--- src/rtl/coef_pkg.sv ---
package coef_pkg;

    localparam logic [1:0] REG_WBANK = 2'd0;
    localparam logic [1:0] REG_RBANK = 2'd1;
    localparam logic [1:0] REG_INDEX = 2'd2;
    localparam logic [1:0] REG_DATA  = 2'd3;

    localparam int IDX_PHASE_LSB = 8;
    localparam int IDX_HORIZ_BIT = 16;

    typedef enum logic [1:0] {
        HL_EMPTY,
        HL_PARTIAL,
        HL_COMMIT
    } hload_state_e;

    function automatic int width_of(input int n);
        return (n > 1) ? $clog2(n) : 1;
    endfunction

endpackage

--- src/rtl/coef_regs.sv ---
module coef_regs import coef_pkg::*; #(
    parameter int NUM_BANKS = 2,
    parameter int V_TAPS    = 4,
    parameter int H_TAPS    = 8,
    parameter int COEF_W    = 12,
    parameter bit SHARE     = 1'b0,
    parameter int BANK_W    = 1,
    parameter int TW        = 3,
    parameter int IPW       = 4
) (
    input  logic              clk,
    input  logic              rst_n,
    input  logic              reg_wr,
    input  logic [1:0]        reg_addr,
    input  logic [31:0]       reg_wdata,
    input  logic              sof,
    output logic [BANK_W-1:0] wbank,
    output logic [BANK_W-1:0] pending_bank,
    output logic [BANK_W-1:0] active_bank,
    output logic              v_we,
    output logic              h_we,
    output logic              h_last,
    output logic [TW-1:0]     w_tap,
    output logic [IPW-1:0]    w_phase,
    output logic [COEF_W-1:0] w_data
);

    logic [7:0]     idx_tap;
    logic [IPW-1:0] idx_phase;
    logic           idx_horiz;
    logic           bank_ok;
    logic           data_hit;

    assign bank_ok = (reg_wdata < 32'(NUM_BANKS));

    always_ff @(posedge clk or negedge rst_n) begin
        if (!rst_n) begin
            wbank        <= '0;
            pending_bank <= '0;
            active_bank  <= '0;
            idx_tap      <= '0;
            idx_phase    <= '0;
            idx_horiz    <= 1'b0;
        end else begin
            if (sof) begin
                active_bank <= pending_bank;
            end
            if (reg_wr) begin
                case (reg_addr)
                    REG_WBANK: if (bank_ok) wbank <= BANK_W'(reg_wdata);
                    REG_RBANK: if (bank_ok) pending_bank <= BANK_W'(reg_wdata);
                    REG_INDEX: begin
                        idx_tap   <= reg_wdata[7:0];
                        idx_phase <= reg_wdata[IDX_PHASE_LSB +: IPW];
                        idx_horiz <= reg_wdata[IDX_HORIZ_BIT];
                    end
                    default: ;
                endcase
            end
        end
    end

    always_comb begin
        data_hit = reg_wr && (reg_addr == REG_DATA);
        v_we     = data_hit && !idx_horiz && (32'(idx_tap) < V_TAPS) && !SHARE;
        h_we     = data_hit && idx_horiz && (32'(idx_tap) < H_TAPS);
        h_last   = h_we && (32'(idx_tap) == H_TAPS - 1);
        w_tap    = idx_tap[TW-1:0];
        w_phase  = idx_phase;
        w_data   = reg_wdata[COEF_W-1:0];
    end

endmodule

--- src/rtl/coef_hload.sv ---
module coef_hload import coef_pkg::*; #(
    parameter int H_TAPS = 8,
    parameter int COEF_W = 12,
    parameter int BANK_W = 1,
    parameter int HPH_W  = 4,
    parameter int HT_W   = 3
) (
    input  logic                     clk,
    input  logic                     rst_n,
    input  logic                     h_we,
    input  logic                     h_last,
    input  logic [HT_W-1:0]          tap,
    input  logic [BANK_W-1:0]        bank,
    input  logic [HPH_W-1:0]         phase,
    input  logic [COEF_W-1:0]        data,
    output logic                     hmem_we,
    output logic [BANK_W-1:0]        commit_bank,
    output logic [HPH_W-1:0]         commit_phase,
    output logic [COEF_W*H_TAPS-1:0] commit_word
);

    localparam int WORD_W = COEF_W * H_TAPS;

    hload_state_e          state_q;
    hload_state_e          state_d;
    logic [COEF_W-1:0]     stage [H_TAPS];
    logic [WORD_W-1:0]     merged;

    // merge the tap arriving this cycle with the staged ones
    for (genvar t = 0; t < H_TAPS; t++) begin : g_merge
        assign merged[t*COEF_W +: COEF_W] =
            (h_we && (tap == HT_W'(t))) ? data : stage[t];
    end

    always_ff @(posedge clk or negedge rst_n) begin
        if (!rst_n) begin
            for (int t = 0; t < H_TAPS; t++) begin
                stage[t] <= '0;
            end
            commit_word  <= '0;
            commit_bank  <= '0;
            commit_phase <= '0;
        end else begin
            if (h_we) begin
                stage[tap] <= data;
            end
            if (h_last) begin
                commit_word  <= merged;
                commit_bank  <= bank;
                commit_phase <= phase;
            end
        end
    end

    // state register
    always_ff @(posedge clk or negedge rst_n) begin
        if (!rst_n) begin
            state_q <= HL_EMPTY;
        end else begin
            state_q <= state_d;
        end
    end

    // next state
    always_comb begin
        state_d = state_q;
        unique case (state_q)
            HL_EMPTY: begin
                if (h_last)    state_d = HL_COMMIT;
                else if (h_we) state_d = HL_PARTIAL;
            end
            HL_PARTIAL: begin
                if (h_last)    state_d = HL_COMMIT;
            end
            HL_COMMIT: begin
                if (h_last)    state_d = HL_COMMIT;
                else if (h_we) state_d = HL_PARTIAL;
                else           state_d = HL_EMPTY;
            end
            default:           state_d = HL_EMPTY;
        endcase
    end

    // outputs
    always_comb begin
        hmem_we = (state_q == HL_COMMIT);
    end

endmodule

--- src/rtl/coef_banks.sv ---
module coef_banks import coef_pkg::*; #(
    parameter int NUM_BANKS = 2,
    parameter int V_PHASES  = 16,
    parameter int V_TAPS    = 4,
    parameter int H_PHASES  = 16,
    parameter int H_TAPS    = 8,
    parameter int COEF_W    = 12,
    parameter bit SHARE     = 1'b0,
    parameter int BANK_W    = 1,
    parameter int VPH_W     = 4,
    parameter int VT_W      = 2,
    parameter int HPH_W     = 4
) (
    input  logic                     clk,
    input  logic                     rst_n,
    input  logic                     v_we,
    input  logic [BANK_W-1:0]        v_wbank,
    input  logic [VPH_W-1:0]         v_wphase,
    input  logic [VT_W-1:0]          v_wtap,
    input  logic [COEF_W-1:0]        v_wdata,
    input  logic                     h_we,
    input  logic [BANK_W-1:0]        h_wbank,
    input  logic [HPH_W-1:0]         h_wphase,
    input  logic [COEF_W*H_TAPS-1:0] h_wword,
    input  logic [BANK_W-1:0]        rd_bank,
    input  logic [VPH_W-1:0]         v_phase,
    input  logic [VT_W-1:0]          v_tap,
    input  logic [HPH_W-1:0]         h_phase,
    output logic [COEF_W-1:0]        v_coef,
    output logic [COEF_W*H_TAPS-1:0] h_coefs
);

    localparam int WORD_W  = COEF_W * H_TAPS;
    localparam int H_DEPTH = NUM_BANKS * H_PHASES;
    localparam int HA_W    = width_of(H_DEPTH);
    localparam int V_DEPTH = NUM_BANKS * V_PHASES * V_TAPS;
    localparam int VA_W    = width_of(V_DEPTH);

    logic [WORD_W-1:0] hmem [H_DEPTH];
    logic [HA_W-1:0]   h_waddr;
    logic [HA_W-1:0]   h_raddr;

    assign h_waddr = HA_W'(int'(h_wbank) * H_PHASES + int'(h_wphase));
    assign h_raddr = HA_W'(int'(rd_bank) * H_PHASES + int'(h_phase));

    always_ff @(posedge clk) begin
        if (h_we) begin
            hmem[h_waddr] <= h_wword;
        end
    end

    always_ff @(posedge clk or negedge rst_n) begin
        if (!rst_n) begin
            h_coefs <= '0;
        end else begin
            h_coefs <= hmem[h_raddr];
        end
    end

    if (!SHARE) begin : g_own_vert
        logic [COEF_W-1:0] vmem [V_DEPTH];
        logic [VA_W-1:0]   v_waddr;
        logic [VA_W-1:0]   v_raddr;

        assign v_waddr = VA_W'((int'(v_wbank) * V_PHASES + int'(v_wphase)) * V_TAPS
                               + int'(v_wtap));
        assign v_raddr = VA_W'((int'(rd_bank) * V_PHASES + int'(v_phase)) * V_TAPS
                               + int'(v_tap));

        always_ff @(posedge clk) begin
            if (v_we) begin
                vmem[v_waddr] <= v_wdata;
            end
        end

        always_ff @(posedge clk or negedge rst_n) begin
            if (!rst_n) begin
                v_coef <= '0;
            end else begin
                v_coef <= vmem[v_raddr];
            end
        end
    end else begin : g_shared_vert
        logic [HA_W-1:0] sv_raddr;

        assign sv_raddr = HA_W'(int'(rd_bank) * H_PHASES + int'(v_phase));

        always_ff @(posedge clk or negedge rst_n) begin
            if (!rst_n) begin
                v_coef <= '0;
            end else begin
                v_coef <= COEF_W'(hmem[sv_raddr] >> (COEF_W * int'(v_tap)));
            end
        end
    end

endmodule

--- src/rtl/coef_store.sv ---
module coef_store import coef_pkg::*; #(
    parameter int NUM_BANKS = 2,
    parameter int V_PHASES  = 16,
    parameter int V_TAPS    = 4,
    parameter int H_PHASES  = 16,
    parameter int H_TAPS    = 8,
    parameter int COEF_W    = 12,
    parameter bit SHARE     = 1'b0,
    parameter int BANK_W    = width_of(NUM_BANKS),
    parameter int VPH_W     = width_of(V_PHASES),
    parameter int VT_W      = width_of(V_TAPS),
    parameter int HPH_W     = width_of(H_PHASES)
) (
    input  logic                     clk,
    input  logic                     rst_n,
    input  logic                     reg_wr,
    input  logic [1:0]               reg_addr,
    input  logic [31:0]              reg_wdata,
    input  logic                     sof,
    input  logic [VPH_W-1:0]         v_phase,
    input  logic [VT_W-1:0]          v_tap,
    input  logic [HPH_W-1:0]         h_phase,
    output logic [COEF_W-1:0]        v_coef,
    output logic [COEF_W*H_TAPS-1:0] h_coefs
);

    localparam int HT_W   = width_of(H_TAPS);
    localparam int TW     = (VT_W > HT_W) ? VT_W : HT_W;
    localparam int IPW    = (VPH_W > HPH_W) ? VPH_W : HPH_W;
    localparam int WORD_W = COEF_W * H_TAPS;

    logic [BANK_W-1:0] wbank;
    logic [BANK_W-1:0] pending_bank;
    logic [BANK_W-1:0] active_bank;
    logic              v_we;
    logic              h_we;
    logic              h_last;
    logic [TW-1:0]     w_tap;
    logic [IPW-1:0]    w_phase;
    logic [COEF_W-1:0] w_data;
    logic              hmem_we;
    logic [BANK_W-1:0] commit_bank;
    logic [HPH_W-1:0]  commit_phase;
    logic [WORD_W-1:0] commit_word;

    coef_regs #(
        .NUM_BANKS (NUM_BANKS),
        .V_TAPS    (V_TAPS),
        .H_TAPS    (H_TAPS),
        .COEF_W    (COEF_W),
        .SHARE     (SHARE),
        .BANK_W    (BANK_W),
        .TW        (TW),
        .IPW       (IPW)
    ) u_regs (
        .clk          (clk),
        .rst_n        (rst_n),
        .reg_wr       (reg_wr),
        .reg_addr     (reg_addr),
        .reg_wdata    (reg_wdata),
        .sof          (sof),
        .wbank        (wbank),
        .pending_bank (pending_bank),
        .active_bank  (active_bank),
        .v_we         (v_we),
        .h_we         (h_we),
        .h_last       (h_last),
        .w_tap        (w_tap),
        .w_phase      (w_phase),
        .w_data       (w_data)
    );

    coef_hload #(
        .H_TAPS (H_TAPS),
        .COEF_W (COEF_W),
        .BANK_W (BANK_W),
        .HPH_W  (HPH_W),
        .HT_W   (HT_W)
    ) u_hload (
        .clk          (clk),
        .rst_n        (rst_n),
        .h_we         (h_we),
        .h_last       (h_last),
        .tap          (w_tap[HT_W-1:0]),
        .bank         (wbank),
        .phase        (w_phase[HPH_W-1:0]),
        .data         (w_data),
        .hmem_we      (hmem_we),
        .commit_bank  (commit_bank),
        .commit_phase (commit_phase),
        .commit_word  (commit_word)
    );

    coef_banks #(
        .NUM_BANKS (NUM_BANKS),
        .V_PHASES  (V_PHASES),
        .V_TAPS    (V_TAPS),
        .H_PHASES  (H_PHASES),
        .H_TAPS    (H_TAPS),
        .COEF_W    (COEF_W),
        .SHARE     (SHARE),
        .BANK_W    (BANK_W),
        .VPH_W     (VPH_W),
        .VT_W      (VT_W),
        .HPH_W     (HPH_W)
    ) u_banks (
        .clk      (clk),
        .rst_n    (rst_n),
        .v_we     (v_we),
        .v_wbank  (wbank),
        .v_wphase (w_phase[VPH_W-1:0]),
        .v_wtap   (w_tap[VT_W-1:0]),
        .v_wdata  (w_data),
        .h_we     (hmem_we),
        .h_wbank  (commit_bank),
        .h_wphase (commit_phase),
        .h_wword  (commit_word),
        .rd_bank  (active_bank),
        .v_phase  (v_phase),
        .v_tap    (v_tap),
        .h_phase  (h_phase),
        .v_coef   (v_coef),
        .h_coefs  (h_coefs)
    );

endmodule

--- config.mk ---
export PLATFORM = sky130hd
export DESIGN_NAME = coef_store
export DESIGN_NICKNAME = d
export VERILOG_FILES = /design/src/rtl/coef_pkg.sv /design/src/rtl/coef_regs.sv /design/src/rtl/coef_hload.sv /design/src/rtl/coef_banks.sv /design/src/rtl/coef_store.sv
export SDC_FILE = /design/constraint.sdc
export NUM_CORES = 2
export LEC_CHECK = 0
export CORE_MARGIN = 2
export CORE_UTILIZATION = 62
export DETAILED_ROUTE_END_ITERATION = 10
export PLACE_DENSITY = 0.79
export SLEW_MARGIN = 20
export SYNTH_ARGS = -nofsm -noshare
export SYNTH_HDL_FRONTEND = slang
export SYNTH_MEMORY_MAX_BITS = 65536
export SYNTH_SLANG_ARGS = --single-unit
--- constraint.sdc ---
create_clock -name clk -period 7 [get_ports clk]
set_input_delay 1.05 -clock clk [delete_from_list [all_inputs] [get_ports clk]]
set_output_delay 1.05 -clock clk [all_outputs]
set_load 0.02 [all_outputs]
==> flow_metrics.tcl <==
set metrics [dict create \
    synthArstFlopShare_pct 6.32 \
    met3WireLength_um 69400 \
    ys_seq_elements 4919 \
    syn_inst 7326 \
    setup_ws_ns 3.21 \
    clkLatencyLatePin_ns 1.08 \
    cpMostUsedCell "buf_4" \
    cp_slowest_cell "buf_4" \
    grt_pass1_vias 92500 \
    crit_chain "nand2b_1 -> nor2_1 -> nand2_1 -> nor2_4 -> buf_4 -> buf_4" \
    hold_class "in -> async" \
    cp.arrival_ns 4.37 \
    pre_cts_slack_ns 2.07 \
    wl_per_cell_um 42.9 \
    clock-sinks 4919 \
    drt-total-wl_um 524000 \
    relSlewSlack_pct 17.0 \
    setup_viol 0 \
    ios 156 \
    htree_levels 5 \
    cts_tree "built" \
    post_cts_buffers 0 \
    synth_flop_cell "edfxtp_1" \
    cts_hold_buf 0 \
    crit_type "reg -> reg" \
    synth_cell_type_count 29 \
    rsz0062_at_grt "no" \
    fill_cells 15400 \
    die_area_mm2 0.303 \
    finalHoldViolCount 0 \
    finalCritPeriodShare_pct 54.1 \
    cts_resized 0 \
    hold-worst-slack_ns 0.0885 \
    wl_met2_um 258000 \
    dr.pass1.iters 7 \
    vias 92000 \
    chipWidth_um 551 \
    crit_family "buffers and inverters" \
    syn2layout_area_growth_pct 12.8 \
    peakVddDrop_uv 251 \
    clk_pin_slew_ns 0.07 \
    antenna_left 0 \
    antenna_found_initial 37 \
    fin_crit_ns 3.79 \
    dpl_cell_area_mm2 0.193 \
    portBuffers 155 \
    slew_viol_final 0 \
    synth_area_mm2 0.185 \
    die_height_um 551 \
    syn_area_per_cell_um2 25.3 \
    drv_cap 0 \
    fin_nets 7888 \
    initialDrtViolationCount 16800 \
    ys_seq_area_share_pct 78.9 \
    r2r_cells 6 \
    powerDensity_mw_per_mm2 287 \
    grt_overflow 0 \
    num_rows 200 \
    routed_via_density 7.54 \
    cp-end-kind "flop" \
    worst_pin_slew_ns 1.24 \
    postLayoutCellArea_mm2 0.209 \
    core_area_mm2 0.297 \
    grt_use_total_pct 33.8 \
    finClkSkew_ns 0.126 \
    drcViolationCount 0 \
    status "completed" \
    cts_buffers 461 \
    synth-edff-count 4608 \
    grt_first_pass_wirelength_um 713000 \
    drive_gt1_share_pct 34.4 \
    cts.path.max_buffers 4 \
    cp_max_fo 38 \
    crit_buf_inv 2 \
    ys.warnings.count 0 \
    fin_setup_tns_ns 0 \
    drt-met1-wl_um 168000 \
    cp.required_ns 7.59 \
    synthesis.nets 7374 \
    initial_core_util_pct 62.4 \
    rrSetupSlack_ns 3.21 \
    place.gp.congestion 0.811 \
    worstSetupStartpointType "flop" \
    p_leak_nw 63.7 \
    top_layer "met5" \
    grt_max_degree 156 \
    place_hpwl_um 225000 \
    fmax_ghz 0.264 \
    regToRegEndpoint "u_banks.hmem[25][56]" \
    ctsRootBufferMaster "clkbuf_16" \
    reg2reg_from "u_hload.state_q[0]" \
    max_stage_delay_ns 0.97 \
]
==> cells in the final DEF (no fill, tap or decap), drive strengths merged, types with 11 or more instances in the layout <==
cell / netlist / layout
nand2: 14 / 14
nor2: 167 / 167
mux4: 1464 / 1464
bufinv: 0 / 54
clkdlybuf4s50: 0 / 132
inv: 0 / 12
clkinv: 0 / 208
clkinvlp: 0 / 23
nand3: 11 / 11
mux2: 309 / 309
clkbuf: 260 / 576
buf: 132 / 311
edfxtp: 4608 / 4608
dfrtp: 311 / 311
diode: 0 / 25
==> cells by family after synthesis <==
kind of cell	synth area share [%]
AO/OA/AOI/OAI	0.00675
flip-flops	78.9
AND/OR/NAND/NOR	0.576
buffers and inverters	0.852
multiplexers	19.7
==> metrics by stage <==
| stage | total power, mW | utilization, % | std cells |
|---|---|---|---|
| 5_1_grt | 61.1 | 70.3 | 12200 |
| 2_1_floorplan | 33.7 | - | 7326 |
| 3_5_place_dp | 34.4 | 65.0 | 11300 |
| 3_3_place_gp | 34.4 | 65.0 | 11300 |
| 6_report | 60.0 | 70.3 | 12200 |
| 4_1_cts | 59.9 | 70.3 | 12200 |
==> per-layer routing <==
metal | track usage, % | up-vias
met1 | 45.6 | 48400
met3 | 8.01 | 1765
met4 | 14.6 | 20
met2 | 53.9 | 9207
li1 | - | 32700
met5 | 0 | -
==> cells in the mapped netlist (2+ instances only) <==
library cell / n / area, um2
edfxtp_1: 4608 / 138000
mux4_2: 1464 / 33000
dfrtp_1: 311 / 7780
mux2_2: 309 / 3480
clkbuf_1: 260 / 976
nor2_1: 167 / 627
buf_1: 77 / 289
buf_2: 46 / 230
nand2_1: 14 / 52.6
nand3_1: 11 / 55.1
nor4_1: 9 / 56.3
nand3b_1: 8 / 60.1
nand4_1: 7 / 43.8
nor2b_1: 7 / 43.8
buf_4: 5 / 37.5
buf_6: 4 / 45.0
nand2b_1: 2 / 12.5
nand4b_1: 2 / 17.5
nor3_1: 2 / 10.0
nor3b_1: 2 / 15.0
or3_1: 2 / 12.5
or3b_2: 2 / 17.5
==> report_power, final <==
| group | internal (mW) | total (mW) | switching [mW] |
|---|---|---|---|
| clock | 14.5 | 26.1 | 11.6 |
| combinational | 0.773 | 1.90 | 1.13 |
| sequential | 31.9 | 32.0 | 0.101 |
==> how the worst max path moves through the flow <==
stage | startpoint | to | slack (ns) | cells after the start
floorplan | u_hload.state_q[0] | u_banks.hmem[14][0] | 1.27 | 4
global placement | reg_wr | u_banks.g_own_vert.vmem[75][8] | 2.16 | 7
detailed placement | reg_addr[0] | u_banks.g_own_vert.vmem[75][2] | 2.07 | 7
CTS | reg_addr[0] | u_banks.g_own_vert.vmem[74][11] | 2.92 | 7
global route | reg_addr[0] | u_banks.g_own_vert.vmem[74][11] | 3.17 | 7
finish | u_hload.state_q[0] | u_banks.hmem[25][56] | 3.21 | 6
==> final cells by class <==
| class | count | area [um2] | area share, % |
|---|---|---|---|
| sequential | 4919 | 146000 | 70.0 |
| multi-input combinational | 2015 | 37800 | 18.1 |
| clock buffer | 576 | 12300 | 5.89 |
| tap | 3939 | 4930 | 2.36 |
| timing repair buffer | 443 | 4430 | 2.12 |
| clock inverter | 297 | 3190 | 1.53 |
| antenna | 25 | 62.6 | 0.0299 |
==> worst reg2reg max path, delay by kind of cell (launching register included) <==
| family | cells | cell delay [ns] |
|---|---|---|
| buffers and inverters | 2 | 1.63 |
| DFF | 1 | 0.46 |
| and+or+nand+nor | 4 | 1.22 |
==> registers in the layout (all words and copies together), names as in the netlist <==
register / flops
u_banks.hmem: 3072
u_banks.g_own_vert.vmem: 1536
u_banks.h_coefs: 96
u_hload.commit_word: 96
u_hload.stage: 84
u_banks.v_coef: 12
u_regs.idx_tap: 8
u_hload.commit_phase: 4
u_regs.w_phase: 4
u_hload.state_q: 2
u_hload.commit_bank: 1
u_regs.active_bank: 1
u_regs.idx_horiz: 1
u_regs.pending_bank: 1
u_regs.wbank: 1
No activity file was read; power rests on OpenSTA's default activity.
